File: src/rtl/modinv_pkg.sv
package modinv_pkg;
  typedef enum logic [1:0] {ST_IDLE, ST_CHK, ST_WAIT, ST_FIN} inv_state_t;
  typedef enum logic [1:0] {DV_IDLE, DV_RUN, DV_FIX} div_phase_t;
endpackage

File: src/rtl/modinv_nrdiv.sv
module modinv_nrdiv #(
  parameter int W = 32
) (
  input  logic         clk_i,
  input  logic         rst_ni,
  input  logic         start_i,
  input  logic [W-1:0] dividend_i,
  input  logic [W-1:0] divisor_i,
  output logic [W-1:0] quot_o,
  output logic [W-1:0] rem_o,
  output logic         done_o
);
  import modinv_pkg::*;
  localparam int CW = $clog2(W + 1);

  div_phase_t          phase;
  logic signed [W+1:0] p, sh, p_nx, d_ext;
  logic [W-1:0]        q, d_q, n_q;
  logic [CW-1:0]       cnt;

  assign d_ext = $signed({2'b00, d_q});
  assign sh    = {p[W:0], q[W-1]};
  assign p_nx  = p[W+1] ? sh + d_ext : sh - d_ext;

  always_ff @(posedge clk_i or negedge rst_ni) begin
    if (!rst_ni) begin
      phase  <= DV_IDLE;
      p      <= '0;
      q      <= '0;
      d_q    <= '0;
      n_q    <= '0;
      cnt    <= '0;
      done_o <= 1'b0;
    end else begin
      done_o <= 1'b0;
      case (phase)
        DV_IDLE: if (start_i) begin
          p     <= '0;
          q     <= dividend_i;
          n_q   <= dividend_i;
          d_q   <= divisor_i;
          cnt   <= CW'(W);
          phase <= DV_RUN;
        end
        DV_RUN: begin
          p   <= p_nx;
          q   <= {q[W-2:0], ~p_nx[W+1]};
          cnt <= cnt - CW'(1);
          if (cnt == CW'(1)) phase <= DV_FIX;
        end
        DV_FIX: begin
          if (p[W+1]) p <= p + d_ext;  // restore a negative remainder
          done_o <= 1'b1;
          phase  <= DV_IDLE;
        end
        default: phase <= DV_IDLE;
      endcase
    end
  end

  assign quot_o = q;
  assign rem_o  = p[W-1:0];

  p_div_identity_r6: assert property (@(posedge clk_i) disable iff (!rst_ni)
    done_o |-> (({{W{1'b0}}, quot_o} * {{W{1'b0}}, d_q} + {{W{1'b0}}, rem_o}) == {{W{1'b0}}, n_q})
               && (rem_o < d_q));
  p_div_busy_r6: assert property (@(posedge clk_i) disable iff (!rst_ni)
    (phase == DV_RUN) |-> !done_o);
endmodule

File: src/rtl/modinv_coef.sv
module modinv_coef #(
  parameter int W = 32
) (
  input  logic signed [W:0] t_prev_i,
  input  logic signed [W:0] t_cur_i,
  input  logic [W-1:0]      quot_i,
  input  logic [W-1:0]      phi_i,
  output logic signed [W:0] t_next_o,
  output logic [W-1:0]      d_fix_o
);
  logic signed [W:0] prod, phi_ext;

  assign prod     = $signed({1'b0, quot_i}) * t_cur_i;
  assign t_next_o = t_prev_i - prod;
  assign phi_ext  = $signed({1'b0, phi_i});
  // coefficient lies in (-phi, phi): one addition folds it into range
  assign d_fix_o  = t_prev_i[W] ? W'(t_prev_i + phi_ext) : t_prev_i[W-1:0];
endmodule

File: src/rtl/modinv_unit.sv
module modinv_unit #(
  parameter int W = 32
) (
  input  logic         clk_i,
  input  logic         rst_ni,
  input  logic         start_i,
  input  logic [W-1:0] e_i,
  input  logic [W-1:0] phi_i,
  output logic [W-1:0] d_o,
  output logic         done_o,
  output logic         err_o
);
  import modinv_pkg::*;

  inv_state_t        state;
  logic [W-1:0]      r0, r1, phi_q, quot, rem, d_fix;
  logic signed [W:0] t0, t1, t_next;
  logic              div_start, div_done;

  modinv_nrdiv #(.W(W)) u_div (
    .clk_i(clk_i), .rst_ni(rst_ni), .start_i(div_start),
    .dividend_i(r0), .divisor_i(r1),
    .quot_o(quot), .rem_o(rem), .done_o(div_done)
  );

  modinv_coef #(.W(W)) u_coef (
    .t_prev_i(t0), .t_cur_i(t1), .quot_i(quot), .phi_i(phi_q),
    .t_next_o(t_next), .d_fix_o(d_fix)
  );

  always_ff @(posedge clk_i or negedge rst_ni) begin
    if (!rst_ni) begin
      state     <= ST_IDLE;
      r0        <= '0;
      r1        <= '0;
      t0        <= '0;
      t1        <= '0;
      phi_q     <= '0;
      div_start <= 1'b0;
      d_o       <= '0;
      done_o    <= 1'b0;
      err_o     <= 1'b0;
    end else begin
      done_o    <= 1'b0;
      div_start <= 1'b0;
      case (state)
        ST_IDLE: if (start_i) begin
          r0    <= phi_i;
          r1    <= e_i;
          t0    <= '0;
          t1    <= (W+1)'(1);
          phi_q <= phi_i;
          state <= ST_CHK;
        end
        ST_CHK: begin
          if (r1 == '0) state <= ST_FIN;
          else begin
            div_start <= 1'b1;
            state     <= ST_WAIT;
          end
        end
        ST_WAIT: if (div_done) begin
          r0    <= r1;
          r1    <= rem;
          t0    <= t1;
          t1    <= t_next;
          state <= ST_CHK;
        end
        ST_FIN: begin
          done_o <= 1'b1;
          if (r0 == W'(1)) begin
            d_o   <= d_fix;
            err_o <= 1'b0;
          end else begin
            d_o   <= '0;
            err_o <= 1'b1;
          end
          state <= ST_IDLE;
        end
        default: state <= ST_IDLE;
      endcase
    end
  end

  p_done_pulse_r4: assert property (@(posedge clk_i) disable iff (!rst_ni)
    done_o |=> !done_o);
  p_err_zero_r3: assert property (@(posedge clk_i) disable iff (!rst_ni)
    err_o |-> (d_o == '0));
  p_d_range_r2: assert property (@(posedge clk_i) disable iff (!rst_ni)
    (done_o && !err_o) |-> (d_o < phi_q));
  p_ignore_busy_r5: assert property (@(posedge clk_i) disable iff (!rst_ni)
    ((state != ST_IDLE) && start_i) |=> $stable(phi_q));
  p_hold_result_r4: assert property (@(posedge clk_i) disable iff (!rst_ni)
    (state != ST_FIN) |=> ($stable(d_o) && $stable(err_o)));
endmodule

File: config.mk
export PLATFORM = sky130hd
export DESIGN_NAME = modinv_unit
export DESIGN_NICKNAME = d
export VERILOG_FILES = /design/src/rtl/modinv_pkg.sv /design/src/rtl/modinv_nrdiv.sv /design/src/rtl/modinv_coef.sv /design/src/rtl/modinv_unit.sv
export SDC_FILE = /design/constraint.sdc
export NUM_CORES = 2
export LEC_CHECK = 0
export BUFFER_PORTS_ARGS = -buffer_cell sky130_fd_sc_hd__buf_2
export CELL_PAD_IN_SITES_DETAIL_PLACEMENT = 1
export CELL_PAD_IN_SITES_GLOBAL_PLACEMENT = 1
export CORE_MARGIN = 2
export CORE_UTILIZATION = 25
export CTS_BUF_LIST = sky130_fd_sc_hd__clkbuf_8
export CTS_CLUSTER_SIZE = 20
export DETAILED_ROUTE_END_ITERATION = 10
export PLACE_DENSITY = 0.49
export SLEW_MARGIN = 10
export SYNTH_ARGS = -nofsm -noshare
export SYNTH_HDL_FRONTEND = slang
export SYNTH_HIERARCHICAL = 1
export SYNTH_SLANG_ARGS = --single-unit
File: constraint.sdc
create_clock -name clk_i -period 9.47 [get_ports clk_i]
set_input_delay 0.4735 -clock clk_i [delete_from_list [all_inputs] [get_ports clk_i]]
set_output_delay 0.4735 -clock clk_i [all_outputs]
set_load 0.05 [all_outputs]
==> flow_summary.yaml <==
sta:
  finalCriticalPeriod_ns: 7.93
  setup_tns_ns: 0
  tightest_slew_ns: 1.10
  period_share_pct: 83.8
  fin_worst_skew_ns: 0.0469
  hold_viol: 0
  slew_viol_final: 0
  rsz0062_at_grt: "no"
  timing.fmax_mhz: 126
  max_slew_margin_pct: 26.8
  setup_viol: 0
synthesis:
  synth_top_family_by_area: "adder cells"
  async_flop_share_pct: 100
  synth_compound_area_share_pct: 12.1
  yosys-top-cells-count: "nand2_1 (520), inv_1 (483), fa_1 (473)"
  netlist_instances: 3890
  yosysSeqAreaShare_pct: 20.7
  post-synth-top-count-cell: "nand2_1"
  synthMuxAreaShare_pct: 5.33
  synthSimpleGateAreaFrac_pct: 14.7
  netlist_top_cells_area: "fa_1 (26%), dfrtp_1 (21%), ha_1 (8.9%), nand2_1 (5.3%), inv_1 (4.9%)"
  syn_area_um2: 37000
  synth.largest_area_cell: "fa_1"
  ys_ff_latch: 306
  synth-edff-count: 0
  avgSynthCellArea_um2: 9.52
  synth_top_area_share_pct: 25.6
  synth_xor_area_share_pct: 4.76
  syn_nets: 4694
  synth_adder_area_share_pct: 34.5
  synthFlopType: "dfrtp_1"
  ys_types: 104
  yosysWarnings: 6
worst_setup_path:
  path_delay_family: "adder cells"
  r2r_setup_slack_ns: 1.54
  start_kind: "register"
  cp_data_arrival_time_ns: 8.55
  crit_fanout: 25
  critPathBufInv: 6
  cp_slowest_cell: "dfrtp_1"
  end_kind: "register"
  critPathMaxStageDelay_ns: 1.04
  crit_top_cell: "fa_1"
  cp.required_ns: 10.08
  critPathKind: "reg -> reg"
global_routing:
  first_global_vias: 30900
  antenna_found_initial: 10
  grt_usage_pct: 17.4
  grt_overflow: 0
  grt_pass1_wl_um: 198000
  grt_max_degree: 139
place:
  globalplace.congestion: 0.814
  place_area_um2: 39300
  dpl.hpwl_um: 101000
  io_buffers: 100
detailed_routing:
  drtAntennaViolNets: 0
  vias_per_cell: 4.68
  vias: 27700
  firstDrtPassIters: 5
  drtIter0Drc: 1157
  wirelength_um: 130000
  route.detailed.drc: 0
  avgRoutedWirePerCell_um: 21.9
floorplan:
  ios: 101
  design.core.area_um2: 147000
  die_area_um2: 151000
  dieWidth_um: 389
  rows: 141
  die_h_um: 389
  start_util_pct: 25.1
run_status:
  status: "completed"
pwr:
  vdd_ir_drop_max_v: 0.000242
  power.density_nw_per_um2: 357
  power.static_leakage_nw: 19.2
finish:
  area.growth.synth_to_final_pct: 10.9
  drive_gt1_share_pct: 12.2
  fillers: 17000
  postLayoutCellArea_um2: 41100
  fin_nets: 4737
hold_path:
  hold_path.class: "in -> reg"
clock_tree:
  cts_tree: "yes"
  clk_latency_ns: 0.73
  cts.clk_slew.worst_paths_ns: 0.06
  cts_root_buffer: "clkbuf_8"
  cts_made_buffers: 67
  cts_buffer_depth: 3
  htree_levels: 3
  clock-sinks: 306
run:
  drv_cap: 0
==> final timing paths <==
check	start	to	cells after the start
max reg2reg	u_div/quot_o[10]$_DFFE_PN0P_	t1[30]$_DFFE_PN0P_	25
min in group asynchronous	rst_ni	u_div/p[27]$_DFFE_PN0P_	2
min	phi_i[31]	phi_q[31]$_DFFE_PN0P_	2
max	u_div/quot_o[10]$_DFFE_PN0P_	t1[30]$_DFFE_PN0P_	25
min reg2reg	d_o[26]$_DFFE_PN0N_	d_o[26]$_DFFE_PN0N_	2
max in group asynchronous	rst_ni	r0[7]$_DFFE_PN0P_	3
==> stage by stage <==
stage / utilization (%) / hold WS (ns) / instances / setup slack (ns) / power, mW
floorplan: - / 0.178 / 3890 / 2.47 / 10.1
global placement: 26.7 / 0.463 / 5760 / 1.47 / 13.1
detailed placement: 26.7 / 0.470 / 5760 / 1.45 / 13.2
CTS: 27.9 / 0.00115 / 5909 / 1.40 / 14.9
global route: 27.9 / 0.0405 / 5912 / 0.944 / 16.2
finish: 27.9 / 0.0704 / 5917 / 1.54 / 14.7
==> cells by family after synthesis <==
kind of cell	after synthesis
fa+ha+maj	737
buf+inv	709
flops	306
simple gates	1115
xor+xnor	201
compound gates	636
mux	186
==> where the power goes <==
group          leakage, nW  internal [mW]  switching [mW]
clock                0.770          0.875           0.720
combinational         14.4           4.36            6.17
sequential            4.01           1.71           0.830
==> cells in the final DEF, fill, tap and decap left out, drive strengths merged, types with 13 or more instances in the layout <==
master and n:
dlygate4sd3 34, nor3 22, nor2b 24, a211oi 14, a21o 67, o21bai 16
a22o 67, nor4 24, xnor2 128, and2 278, xor2 73, clkbuf 79
nand4 20, fa 473, inv 504, mux2i 100, nand2 548, buf 163
dfrtp 306, a22oi 14, a31oi 19, o21ai 203, nand2b 13, nand3 28
ha 264, mux2 86, o21a 21, a21oi 131, nor2 110
==> worst reg2reg max path: stages, from the launching register on <==
cell and delay, ns:
dfrtp_1 1.04, nand2_1 0.20, fa_1 0.58, inv_1 0.05, fa_1 0.52, inv_1 0.06, fa_1 0.55, inv_1 0.06
fa_1 0.49, ha_1 0.14, inv_1 0.05, fa_1 0.49, fa_1 0.50, inv_1 0.06, fa_1 0.52, inv_1 0.04
ha_1 0.37, a21o_1 0.23, a211o_1 0.31, o211ai_1 0.39, a21oi_1 0.25, nor4b_1 0.33, o21bai_1 0.11, a21oi_1 0.18
xnor2_1 0.08, a22o_1 0.20
==> state kept, by name, summed over array words and instances, names as in the netlist <==
register and count:
div_start 1, d_o 32, u_div/phase 2, done_o 1
state 2, r0 32, err_o 1, u_div/cnt 6
u_div/d_q 32, phi_q 32, t1 33, u_div/quot_o 32
u_div/p 34, r1 32, t0 33, u_div/done_o 1
==> cell type report <==
class	instances	area, um2	share of cell area (%)
multi-input combinational	2875	26400	64.3
sequential	306	7660	18.7
tap	1930	2410	5.88
inverter	486	1820	4.44
timing repair buffer	197	1340	3.25
clock buffer	79	1090	2.65
clock inverter	36	303	0.737
antenna	8	20.0	0.0488
==> routing by layer <==
| layer | up-vias | track usage [%] | part of all wire [%] |
|---|---|---|---|
| met4 | 8 | 4.06 | 1.9 |
| li1 | 12700 | - | - |
| met1 | 14400 | 23.0 | 46 |
| met3 | 137 | 2.97 | 3.9 |
| met5 | - | 0 | 0.037 |
| met2 | 411 | 29.4 | 48 |
==> what timing repair did <==
item                      CTS  global route
hold endpoints to repair  117             0
gates resized for setup     0             0
setup buffers               0             0
hold buffers               34             0
No activity file was read; power rests on OpenSTA's default activity.
